$ cat config.mk
export PLATFORM = sky130hd
export DESIGN_NAME = irq_daisy_ctrl
export DESIGN_NICKNAME = d
export VERILOG_FILES = /design/src/rtl/irq_pkg.sv /design/src/rtl/irq_gate.sv /design/src/rtl/irq_chain_link.sv /design/src/rtl/irq_vec_merge.sv /design/src/rtl/irq_daisy_ctrl.sv
export SDC_FILE = /design/constraint.sdc
export NUM_CORES = 1
export LEC_CHECK = 0
export BUFFER_PORTS_ARGS = -buffer_cell sky130_fd_sc_hd__buf_2
export CAP_MARGIN = 0
export CORE_AREA = 2 2 66 115
export CTS_CLUSTER_DIAMETER = 150
export DETAILED_ROUTE_END_ITERATION = 6
export DIE_AREA = 0 0 68 117
export GPL_TIMING_DRIVEN = 0
export MAX_ROUTING_LAYER = met4
export SLEW_MARGIN = 20
export SYNTH_ARGS = -nofsm -noshare
export SYNTH_HDL_FRONTEND = slang
export SYNTH_HIERARCHICAL = 1
export SYNTH_SLANG_ARGS = --single-unit
$ cat constraint.sdc
create_clock -name clk -period 4.58 [get_ports clk]
set_clock_uncertainty 0.15 [all_clocks]
set_input_delay 0.916 -clock clk [delete_from_list [all_inputs] [get_ports clk]]
set_output_delay 0.916 -clock clk [all_outputs]
set_load 0.02 [all_outputs]
$ cat src/rtl/irq_pkg.sv
package irq_pkg;
   // Address width needed to reach every slot plus the global-enable register.
   function automatic int addr_bits(input int n_slots);
      int w;
      w = 1;
      while ((1 << w) < (n_slots + 1)) w++;
      return w;
   endfunction
endpackage

$ cat src/rtl/irq_gate.sv
module irq_gate (
   input  logic clk,
   input  logic rst_n,
   input  logic ack_in,
   input  logic ret_in,
   input  logic sw_we,
   input  logic sw_val,
   output logic gie,
   output logic ack_eff
);
   logic gie_q;

   assign ack_eff = ack_in & gie_q;
   assign gie     = gie_q;

   always_ff @(posedge clk) begin
      if (!rst_n)       gie_q <= 1'b0;
      else if (ack_eff) gie_q <= 1'b0;
      else if (ret_in)  gie_q <= 1'b1;
      else if (sw_we)   gie_q <= sw_val;
   end

   assert_gie_drop_R8: assert property (@(posedge clk) disable iff (!rst_n)
      ack_eff |=> !gie_q);
   assert_gie_rise_R8: assert property (@(posedge clk) disable iff (!rst_n)
      (ret_in && !ack_eff) |=> gie_q);
endmodule

$ cat src/rtl/irq_chain_link.sv
module irq_chain_link #(
   parameter int VEC_W = 8
) (
   input  logic             clk,
   input  logic             rst_n,
   input  logic             dev_req,
   input  logic             cfg_we,
   input  logic [VEC_W:0]   cfg_data,
   input  logic             ack_in,
   output logic             ack_out,
   output logic             req_out,
   output logic             grant,
   output logic [VEC_W-1:0] vec_out
);
   logic             en_q;
   logic             pend_q;
   logic [VEC_W-1:0] vec_q;

   assign req_out = pend_q & en_q;
   assign grant   = ack_in & req_out;
   assign ack_out = ack_in & ~req_out;
   assign vec_out = grant ? vec_q : '0;

   always_ff @(posedge clk) begin
      if (!rst_n) begin
         en_q  <= 1'b0;
         vec_q <= '0;
      end else if (cfg_we) begin
         en_q  <= cfg_data[VEC_W];
         vec_q <= cfg_data[VEC_W-1:0];
      end
   end

   always_ff @(posedge clk) begin
      if (!rst_n)                pend_q <= 1'b0;
      else if (dev_req && en_q)  pend_q <= 1'b1;
      else if (grant)            pend_q <= 1'b0;
   end

   assert_no_capture_disabled_R2: assert property (@(posedge clk) disable iff (!rst_n)
      (!en_q && !pend_q) |=> !pend_q);
   assert_pend_clear_R5: assert property (@(posedge clk) disable iff (!rst_n)
      (grant && !(dev_req && en_q)) |=> !pend_q);
endmodule

$ cat src/rtl/irq_vec_merge.sv
module irq_vec_merge #(
   parameter int N_SLOTS = 4,
   parameter int VEC_W   = 8
) (
   input  logic [N_SLOTS*VEC_W-1:0] vecs,
   input  logic [N_SLOTS-1:0]       grants,
   output logic [VEC_W-1:0]         vec_bus
);
   logic [VEC_W-1:0] acc [N_SLOTS+1];

   assign acc[0] = '0;
   for (genvar i = 0; i < N_SLOTS; i++) begin : g_or
      assign acc[i+1] = acc[i] | vecs[i*VEC_W +: VEC_W];
   end

   assign vec_bus = (|grants) ? acc[N_SLOTS] : {VEC_W{1'b1}};

   always_comb begin
      assert_spurious_R6: assert ((|grants) || (vec_bus == {VEC_W{1'b1}}));
   end
endmodule

$ cat src/rtl/irq_daisy_ctrl.sv
module irq_daisy_ctrl #(
   parameter  int N_SLOTS = 4,
   parameter  int VEC_W   = 8,
   localparam int ADDR_W  = irq_pkg::addr_bits(N_SLOTS),
   localparam int DATA_W  = VEC_W + 1
) (
   input  logic               clk,
   input  logic               rst_n,
   input  logic [N_SLOTS-1:0] dev_req,
   input  logic               wr_en,
   input  logic [ADDR_W-1:0]  wr_addr,
   input  logic [DATA_W-1:0]  wr_data,
   input  logic               intr_ack,
   input  logic               intr_ret,
   output logic               irq_out,
   output logic [VEC_W-1:0]   vec_bus
);
   if (N_SLOTS < 1) begin : g_bad_slots
      $error("N_SLOTS must be at least 1");
   end
   if (VEC_W < 1) begin : g_bad_vec
      $error("VEC_W must be at least 1");
   end

   localparam logic [ADDR_W-1:0] GIE_ADDR = ADDR_W'(N_SLOTS);

   logic                     gie;
   logic                     ack_eff;
   logic [N_SLOTS:0]         ack_chain;
   logic [N_SLOTS-1:0]       req_vec;
   logic [N_SLOTS-1:0]       grant_vec;
   logic [N_SLOTS*VEC_W-1:0] vec_flat;

   irq_gate u_gate (
      .clk     (clk),
      .rst_n   (rst_n),
      .ack_in  (intr_ack),
      .ret_in  (intr_ret),
      .sw_we   (wr_en && (wr_addr == GIE_ADDR)),
      .sw_val  (wr_data[0]),
      .gie     (gie),
      .ack_eff (ack_eff)
   );

   assign ack_chain[0] = ack_eff;

   for (genvar i = 0; i < N_SLOTS; i++) begin : g_slot
      irq_chain_link #(.VEC_W(VEC_W)) u_link (
         .clk      (clk),
         .rst_n    (rst_n),
         .dev_req  (dev_req[i]),
         .cfg_we   (wr_en && (wr_addr == ADDR_W'(i))),
         .cfg_data (wr_data),
         .ack_in   (ack_chain[i]),
         .ack_out  (ack_chain[i+1]),
         .req_out  (req_vec[i]),
         .grant    (grant_vec[i]),
         .vec_out  (vec_flat[i*VEC_W +: VEC_W])
      );
   end

   irq_vec_merge #(.N_SLOTS(N_SLOTS), .VEC_W(VEC_W)) u_merge (
      .vecs    (vec_flat),
      .grants  (grant_vec),
      .vec_bus (vec_bus)
   );

   assign irq_out = gie & (|req_vec);

   assert_single_winner_R4: assert property (@(posedge clk) disable iff (!rst_n)
      $onehot0(grant_vec));
   assert_gated_ack_R7: assert property (@(posedge clk) disable iff (!rst_n)
      (intr_ack && !gie) |-> (vec_bus == {VEC_W{1'b1}}));
   assert_chain_winner_R3: assert property (@(posedge clk) disable iff (!rst_n)
      (ack_eff && (|req_vec)) |-> (|grant_vec));
endmodule

== Word-level counts from Yosys, hierarchy flattened ==
Index checks and enable logic that the tools add are counted.
Storage, ports and cells
  word-level logic and storage cells: 70
  output and inout bits: 9
  input bits: 21
  bits in registers: 41
Operators by class
  equal/unequal tests: 4
  bitwise logic cells: 20
  reductions and logical operators: 18
  multiplexer cells: 15
Operators by type and width (count)
  two-way mux 8 bit: 5
  OR 8 bit: 3
  bitwise AND 1 bit: 13
  two-way mux 1 bit: 10
  nonzero test 2 bit: 5
  logical AND 1 bit: 9
  OR reduction 4 bit: 2
  == test 3 x 2 -> 1 bit (second input constant): 2
  NOT 1 bit: 4
  == test 3 x 1 -> 1 bit (second input constant): 1
  == test 3 bit (second input constant): 1
  logical NOT 3 bit: 1
  OR reduction 2 bit: 1

== Longest topological paths before layout ==
Gate-level depths: netlist (run 1).
  word-level depth: 9
  depth in mapped cells: 9

== Cells and area by module ==
The synthesis (run 1) kept the hierarchy.
By module, submodules not included
  irq_chain_link: seq. area each 200.2 um^2, times used 4, cells an instance 45, area an instance 459.2 um^2
  irq_vec_merge: seq. area each 0.0 um^2, times used 1, cells an instance 18, area an instance 102.6 um^2
  irq_daisy_ctrl: seq. area each 0.0 um^2, times used 1, cells an instance 6, area an instance 67.6 um^2
  irq_gate: seq. area each 20.0 um^2, times used 1, cells an instance 6, area an instance 56.3 um^2

== Worst setup path before layout (run 1) ==
Ideal clock, no wire load.
  path kind: input-to-output
  from: input port intr_ack
  to: output port vec_bus[0]
  path slack: 0.957 ns
  arrival: 2.557 ns
  cell stages on the path: 9
  path buffers: 2
  cells stage by stage: and2_1 > nor2b_1 > nor2b_1 > nor2b_1 > and3_1 > buf_6 > or4_4 > buf_6 > nand2_1
On the way
  word-level cells in the longest chain between the ends: 8
  elaborated cells between the ends (all ways): 17
  those cells by class: mux (5); bitwise (11); reduce/logical (1)
RTL lines
  start: declaration: RTL line irq_daisy_ctrl.sv:13  | input logic intr_ack,
  bitwise AND 1 bit (*): RTL line irq_gate.sv:13  | assign ack_eff = ack_in & gie_q;
  bitwise AND 1 bit (*): RTL line irq_chain_link.sv:21  | assign ack_out = ack_in & ~req_out;
  net ack_chain[1]: RTL line irq_daisy_ctrl.sv:29  | logic [N_SLOTS:0] ack_chain;
  bitwise AND 1 bit (*): RTL line irq_chain_link.sv:21
  net ack_chain[2]: RTL line irq_daisy_ctrl.sv:29
  bitwise AND 1 bit (*): RTL line irq_chain_link.sv:21
  net ack_chain[3]: RTL line irq_daisy_ctrl.sv:29
  bitwise AND 1 bit (*): RTL line irq_chain_link.sv:20  | assign grant = ack_in & req_out;
  net grant_vec[3]: RTL line irq_daisy_ctrl.sv:31  | logic [N_SLOTS-1:0] grant_vec;
  two-way mux 8 bit: RTL line irq_chain_link.sv:22  | assign vec_out = grant ? vec_q : '0;
  OR 8 bit: RTL line irq_vec_merge.sv:13  | assign acc[i+1] = acc[i] | vecs[i*VEC_W +: VEC_W];
  two-way mux 8 bit (*): RTL line irq_vec_merge.sv:16  | assign vec_bus = (|grants) ? acc[N_SLOTS] : {VEC_W{1'b1}};
  end: declaration: RTL line irq_daisy_ctrl.sv:16  | output logic [VEC_W-1:0] vec_bus
The timed path passes the listed nets; every way through them passes the cells marked *.

== Worst setup path after layout (run 1) ==
  from: input port intr_ack
  to: output port vec_bus[0]
On the way
  word-level cells in the longest chain between the ends: 8
  elaborated cells between the ends (all ways): 17
  those cells by class: mux (5); bitwise (11); reduce/logical (1)
RTL lines (RTL line)
  bitwise AND 1 bit (*): irq_gate.sv:13
  net ack_chain[0]: irq_daisy_ctrl.sv:29
  bitwise AND 1 bit (*): irq_chain_link.sv:21
  net ack_chain[1]: irq_daisy_ctrl.sv:29
  bitwise AND 1 bit (*): irq_chain_link.sv:21
  net ack_chain[2]: irq_daisy_ctrl.sv:29
  bitwise AND 1 bit (*): irq_chain_link.sv:21
  net ack_chain[3]: irq_daisy_ctrl.sv:29
  bitwise AND 1 bit (*): irq_chain_link.sv:20
  net grant_vec[3]: irq_daisy_ctrl.sv:31
  two-way mux 8 bit: irq_chain_link.sv:22
  OR 8 bit: irq_vec_merge.sv:13
  two-way mux 8 bit (*): irq_vec_merge.sv:16
Marked as above.

==> results of run 1 <==
## final cells by class
cell class              count  area, um2  area share
plain buffers              13        101      0.0410
clock buffers               5        125      0.0507
clock inverters             2       35.0      0.0142
inverters                   2       7.51     0.00304
multi-input cells         153       1130       0.456
flip-flops and latches     41        821       0.332
well taps                  86        108      0.0436
repair buffers             29        145      0.0588
## per-layer routing
layer / routed length [um] / global-route usage / vias up
li1: - / - / 776
met1: 2040 / 0.159 / 683
met2: 2500 / 0.229 / 25
met3: 101 / 0.0182 / 4
met4: 70 / 0.0480 / 0
met5: 0 / - / -
## power breakdown
group | switching (mW) | internal, mW | total, mW
Clock | 0.131 | 0.253 | 0.384
Sequential | 0.00414 | 0.365 | 0.369
Combinational | 0.0255 | 0.0251 | 0.0505
Total | 0.161 | 0.643 | 0.803
## how the worst min path moves through the flow
stage                                         end  slack (ps)  cells past startpoint
after detailed placement  g_slot[0].u_link/pend_q         320                      1
final                     g_slot[0].u_link/pend_q         340                      1
after global placement    g_slot[1].u_link/pend_q         310                      1
after global routing      g_slot[2].u_link/pend_q         370                      1
after CTS                 g_slot[0].u_link/pend_q         340                      1
after floorplan           g_slot[0].u_link/pend_q         300                      1
## metrics by stage
step / hold WS, ps / total power, mW
2_1_floorplan: 304 / 0.405
3_5_place_dp: 324 / 0.428
6_report: 336 / 0.803
4_1_cts: 338 / 0.816
3_3_place_gp: 314 / 0.427
5_1_grt: 370 / 0.837
## placed cells by master, fill, tap and decap left out
cell       instances
nor2b_1           39
and3_2             4
and2_2             4
or4_4              1
and4b_1            1
buf_6              5
mux2i_1           37
a211oi_2           1
nor4_1             8
nor4b_1            1
inv_1              2
and2_1            33
o41a_1             1
buf_4              4
and4bb_2           3
and3_1             4
bufinv_16          1
clkinv_2           1
buf_2             29
dfxtp_1           41
clkbuf_1           4
clkbuf_16          5
a31o_1             4
nand2_1           12
## sequential cells by signal (all words and copies together), names as in the netlist
name,cells
g_slot.u_link/en_q,4
g_slot.u_link/vec_q,32
g_slot.u_link/pend_q,4
u_gate/gie,1
## worst max-delay path, stage by stage
cell,delay [ps]
buf_2,90
and2_1,180
nor2b_1,160
nor2b_1,150
nor2b_1,140
and3_1,180
buf_6,140
or4_4,470
buf_6,160
nand2_1,70
buf_2,160
==> impl_metrics.yaml, run 1 <==
routing:
  via_count: 1488
  vias_per_cell: 4.50
  routed_wl_um: 4710
  initialDrtViolationCount: 33
  antenna_left: 0
  firstDrtPassIters: 6
  wl_per_cell_um: 14.2
  drc_errors: 0
sta:
  fin_crit_sh: 0.849
  grt_setup_unrepaired: "false"
  slew_headroom: 0.681
  finalCriticalPeriod_ps: 3890
  hold_viol: 0
  setup_viol: 0
  tightest_slew_ps: 479
  final_max_slew_viol_count: 0
  clock.fmax_mhz: 257
  fin_setup_tns_ps: 0
  finalWorstSetupSlack_ps: 690
clock_tree:
  ctsLongestPathBuffers: 2
  clk_latency_ps: 270
  cts_sinks: 41
  path_clk_slew_ps: 60
  cts_tree: "yes"
  cts_resized: 0
  cts.htree.levels: 2
  cts_inserted_buffers: 5
  cts_hold_buf: 0
  postCtsSetupBuffers: 0
  clock-root-buffer: "clkbuf_16"
run:
  drv_cap: 0
floorplan:
  initial_core_util: 0.291
  rows: 41
  dieHeight_um: 117
  core_area_mm2: 0.00708
  die_area_mm2: 0.00796
  die_w_um: 68
  io-pin-count: 30
cells_and_area:
  antennaDiodeCount: 0
  area_growth_pct: 20.1
  stdcell_count: 331
  stdcell_area_mm2: 0.00247
  fill_cells: 759
  fin_nets: 266
  drive_above_1_share: 0.237
  post-route-util: 0.349
setup_path:
  crit_end: "vec_bus[0]"
  worst_r2r_endpoint: "g_slot[3].u_link/pend_q"
  required_ps: 3510
  reg2reg_depth: 6
  crit_type: "in -> out"
  worstPathMaxFanout: 9
  r2r_setup_slack_ps: 2850
  start_kind: "input port"
  arrival_ps: 2820
  r2r_start: "u_gate/gie"
  end_kind: "primary output"
  cp-startpoint: "intr_ack"
placed_design:
  dpl.hpwl_um: 3300
  dp.cells: 324
  routabilityCongestion: 0.716
  dp_slack_ps: 670
  placed_cell_area_mm2: 0.00231
  portBuffers: 29
hold_path:
  holdCritPathClass: "reg -> reg"
  worstHoldStart: "g_slot[0].u_link/pend_q"
yosys:
  yosysWarnings: 6
  synth_nets: 230
  postSynthAreaPerCell_um2: 9.84
  synth_area_mm2: 0.00206
  syn-instance-count: 209
global_route:
  grt_pass1_wl_um: 7510
  track_usage: 0.134
  grt_pass1_vias: 1482
  grt_overflow_total: 0
  grt_max_degree: 13
  antenna_found_initial: 0
power_and_ir_drop:
  p_per_area_mw_per_mm2: 325
  total_leakage_power_nw: 0.910
  ir_drop_mv: 0.152
outcome:
  status: "finished, final reports clean"
Note: power is estimated with default switching activity, not from simulation.
==> inputs of run 2 (changes only) <==
==> constraint.sdc (replaced) <==
create_clock -name clk -period 3.3 [get_ports clk]
set_clock_uncertainty 0.15 [all_clocks]
set_input_delay 0.66 -clock clk [delete_from_list [all_inputs] [get_ports clk]]
set_output_delay 0.66 -clock clk [all_outputs]
set_load 0.02 [all_outputs]
==> impl_metrics.yaml, run 2 (synthesis gave the netlist of run 1 again) <==
outcome:
  status: "finished, final reports clean"
cells_and_area:
  stdcell_area_mm2: 0.00256
  antennaDiodeCount: 0
  area_growth_pct: 24.5
  layout.cells.most_common_list: "dfxtp_1, mux2i_1, nor2b_1"
  largest-register: "g_slot.u_link/vec_q"
  largest_register_ffs: 32
  drive_above_1_share: 0.291
  post-route-util: 0.362
  largestRegisters: "g_slot.u_link/vec_q: 32 flops, g_slot.u_link/en_q: 4 flops, g_slot.u_link/pend_q: 4 flops"
  fin_nets: 268
  stdcell_count: 333
  final_common_cell: "dfxtp_1"
routing:
  wl_per_cell_um: 14.4
  via_count: 1516
  routed_wl_um: 4790
  firstDrtPassIters: 4
  initialDrtViolationCount: 42
  antenna_left: 0
  drc_errors: 0
  vias_per_cell: 4.55
setup_path:
  end_kind: "primary output"
  worst_r2r_endpoint: "g_slot[3].u_link/pend_q"
  worstPathMaxFanout: 8
  reg2reg_depth: 6
  crit_type: "in -> out"
  arrival_ps: 2410
  start_kind: "input port"
  r2r_setup_slack_ps: 1760
  crit_end: "vec_bus[0]"
  required_ps: 2490
  r2r_start: "g_slot[0].u_link/en_q"
  cp-startpoint: "intr_ack"
run:
  drv_cap: 0
floorplan:
  dieHeight_um: 117
  rows: 41
  die_area_mm2: 0.00796
  die_w_um: 68
  core_area_mm2: 0.00708
  initial_core_util: 0.291
  io-pin-count: 30
global_route:
  track_usage: 0.135
  grt_pass1_wl_um: 7520
  grt_overflow_total: 0
  grt_max_degree: 13
  antenna_found_initial: 0
  grt_pass1_vias: 1483
hold_path:
  holdCritPathClass: "reg -> reg"
clock_tree:
  path_clk_slew_ps: 60
  clk_latency_ps: 270
  clock-root-buffer: "clkbuf_16"
  cts_tree: "yes"
  cts_sinks: 41
  cts_inserted_buffers: 5
  cts.htree.levels: 2
  ctsLongestPathBuffers: 2
power_and_ir_drop:
  total_leakage_power_nw: 0.947
  p_per_area_mw_per_mm2: 438
  ir_drop_mv: 0.214
  power_mw: 1.12
sta:
  clock.fmax_mhz: 310
  setup_viol: 0
  finalWorstSetupSlack_ps: 76.6
  slew_headroom: 0.667
  hold_viol: 0
  finalCriticalPeriod_ps: 3220
  tightest_slew_ps: 500
  fin_setup_tns_ps: 0
  grt_setup_unrepaired: "false"
  fin_crit_sh: 0.977
  whs_ps: 340
  final_max_slew_viol_count: 0
placed_design:
  dpl.hpwl_um: 3300
  dp_slack_ps: -98.1
  routabilityCongestion: 0.716
  portBuffers: 29
  placed_cell_area_mm2: 0.00231
  dp.cells: 324
run 2: changes by cell type in the layout (fill, tap and decap cells not counted), sizes merged:
cell  previous run  this run
buf             38        40
run 2: layout make-up:
type | count | area (um2)
Clock buffer | 5 | 125
Clock inverter | 2 | 35.0
Tap cell | 86 | 108
Buffer | 12 | 90.1
Fill cell | 750 | 4520
Inverter | 2 | 7.51
Sequential cell | 41 | 821
Multi-Input combinational cell | 153 | 1180
Timing Repair Buffer | 32 | 195
run 2: where the power goes:
part	switching (mW)	internal (mW)	leakage (nW)	total, mW
Combinational	0.0364	0.0388	0.535	0.0752
Clock	0.184	0.351	0.0797	0.535
Sequential	0.00578	0.506	0.332	0.512
Total	0.226	0.896	0.947	1.12
run 2: worst min path at each step:
stage	to	from	cells after the start
4_1_cts	g_slot[0].u_link/pend_q	g_slot[0].u_link/pend_q	1
3_5_place_dp	g_slot[0].u_link/pend_q	g_slot[0].u_link/pend_q	1
6_report	g_slot[0].u_link/pend_q	g_slot[0].u_link/pend_q	1
5_1_grt	g_slot[2].u_link/pend_q	g_slot[2].u_link/pend_q	1
2_1_floorplan	g_slot[0].u_link/pend_q	g_slot[0].u_link/pend_q	1
3_3_place_gp	g_slot[1].u_link/pend_q	g_slot[1].u_link/pend_q	1
run 2: what timing repair did:
action                     CTS  global route
gates resized for setup      4            22
hold endpoints to repair     0             0
gates cloned                 0             0
buffers inserted             0             3
pin swaps                    1             4
hold buffers                 0             0
setup endpoints to repair    8             8
run 2: layer usage:
metal	vias to the layer above	wire, um	global-route usage
li1	781	-	-
met1	708	2030	0.159
met2	23	2590	0.229
met3	4	101	0.0182
met4	0	69	0.0480
met5	-	0	-
run 2: worst max-delay path: stages:
cell and delay, ps:
buf_2 100, and2_4 160, nor2b_4 130, nor2b_4 130, nor2b_4 120, and3_4 140, buf_6 130, or4_4 610
nand2_2 130, buf_6 120
==> inputs of run 3 (changes only) <==
--- a/config.mk
+++ b/config.mk
@@ -5,8 +5,8 @@
 export SDC_FILE = /design/constraint.sdc
 export NUM_CORES = 1
 export LEC_CHECK = 0
+export ABC_AREA = 1
 export BUFFER_PORTS_ARGS = -buffer_cell sky130_fd_sc_hd__buf_2
-export CAP_MARGIN = 0
 export CORE_AREA = 2 2 66 115
 export CTS_CLUSTER_DIAMETER = 150
 export DETAILED_ROUTE_END_ITERATION = 6
==> impl_metrics.yaml, run 3 <==
cells_and_area:
  final_common_cell: "inv_1"
  layout.cells.most_common_list: "inv_1, nor2_1, dfxtp_1"
  stdcell_area_mm2: 0.00248
  largestRegisters: "g_slot.u_link/vec_q: 32 flops, g_slot.u_link/en_q: 4 flops, g_slot.u_link/pend_q: 4 flops"
  multi_input_area_um2: 842
  antennaDiodeCount: 0
  area_growth_pct: 20.6
  ff_latch_area_um2: 821
  fill_cells: 809
  largest_register_ffs: 32
  drive_above_1_share: 0.163
  largest-register: "g_slot.u_link/vec_q"
  post-route-util: 0.351
  fin_nets: 389
routing:
  routed_wl_um: 4890
  vias_per_cell: 4.28
  initialDrtViolationCount: 76
  antenna_left: 0
  via_count: 1941
  firstDrtPassIters: 4
  wl_per_cell_um: 10.8
  drc_errors: 0
setup_path:
  r2r_setup_slack_ps: 1580
  reg2reg_depth: 11
  worstPathMaxFanout: 8
  crit_type: "in -> out"
  arrival_ps: 2280
  start_kind: "input port"
  end_kind: "primary output"
  required_ps: 2490
sta:
  grt_setup_unrepaired: "false"
  setup_viol: 0
  finalWorstSetupSlack_ps: 208
  fin_setup_tns_ps: 0
  final_max_slew_viol_count: 0
  slew_headroom: 0.539
  hold_viol: 0
  fin_crit_sh: 0.937
  tightest_slew_ps: 691
  finalCriticalPeriod_ps: 3090
  clock.fmax_mhz: 323
floorplan:
  core_area_mm2: 0.00708
  rows: 41
  dieHeight_um: 117
  io-pin-count: 30
  die_area_mm2: 0.00796
  die_w_um: 68
  initial_core_util: 0.291
clock_tree:
  clock-root-buffer: "clkbuf_16"
  path_clk_slew_ps: 60
  cts_resized: 0
  cts_inserted_buffers: 5
  cts_tree: "yes"
  postCtsSetupBuffers: 0
  cts_sinks: 41
  clk_latency_ps: 280
  cts.htree.levels: 2
  ctsLongestPathBuffers: 2
  cts_hold_buf: 0
global_route:
  grt_max_degree: 42
  antenna_found_initial: 0
  grt_pass1_vias: 1735
  grt_pass1_wl_um: 7840
  grt_overflow_total: 0
  track_usage: 0.137
yosys:
  yosysWarnings: 6
  synth_area_mm2: 0.00206
  postSynthAreaPerCell_um2: 6.23
  syn-instance-count: 331
  synth_nets: 352
hold_path:
  holdCritPathClass: "reg -> reg"
  holdPathStages: 2
power_and_ir_drop:
  power_mw: 1.14
  ir_drop_mv: 0.253
  p_per_area_mw_per_mm2: 458
  total_leakage_power_nw: 1.09
placed_design:
  placed_cell_area_mm2: 0.00231
  portBuffers: 29
  dpl.hpwl_um: 3520
  routabilityCongestion: 0.805
  dp_slack_ps: 87.9
outcome:
  status: "finished, final reports clean"
run:
  drv_cap: 0
run 3: changes by cell type in the layout (fill, tap and decap cells not counted), moves of 33 or more:
cell	change
a21oi_1	+37
nor2_1	+69
nor2b_1	-36
nand2_1	+33
inv_1	+87
mux2i_1	-37
run 3: per-layer routing:
| metal | track usage | share of wire |
|---|---|---|
| met3 | 0.0249 | 0.046 |
| met4 | 0.0760 | 0.032 |
| met1 | 0.158 | 0.44 |
| met2 | 0.219 | 0.48 |
| met5 | - | 0 |
run 3: per-stage QoR:
| stage | hold WS (ps) | cells |
|---|---|---|
| floorplan | 279 | 331 |
| global placement | 291 | 446 |
| detailed placement | 297 | 446 |
| CTS | 307 | 453 |
| global route | 322 | 454 |
| finish | 303 | 454 |
run 3: worst paths after layout:
check,start,end
min,g_slot[3].u_link/vec_q[0],g_slot[3].u_link/vec_q[0]
max reg2reg,u_gate/gie,g_slot[3].u_link/pend_q
min reg2reg,g_slot[3].u_link/vec_q[0],g_slot[3].u_link/vec_q[0]
max,intr_ack,vec_bus[5]
run 3: critical path, stage by stage:
cell,delay [ps]
buf_2,70
nand2_1,60
inv_1,100
inv_1,60
nor2_2,160
inv_1,70
nor2_2,180
inv_1,70
nor2_2,180
nand2_2,140
inv_1,80
nor2_1,50
nand2_2,140
nand2_1,80
buf_2,160
run 3: power by group:
group	total (mW)	switching (mW)	internal, mW
clock	0.539	0.188	0.351
combinational	0.0810	0.0518	0.0292
sequential	0.519	0.00605	0.513
run 3: area by class of cell:
cell class | count | area share
well taps | 86 | 0.0433
clock inverters | 2 | 0.0141
inverters | 97 | 0.147
multi-input cells | 190 | 0.339
plain buffers | 4 | 0.0181
flip-flops and latches | 41 | 0.330
repair buffers | 29 | 0.0584
clock buffers | 5 | 0.0504
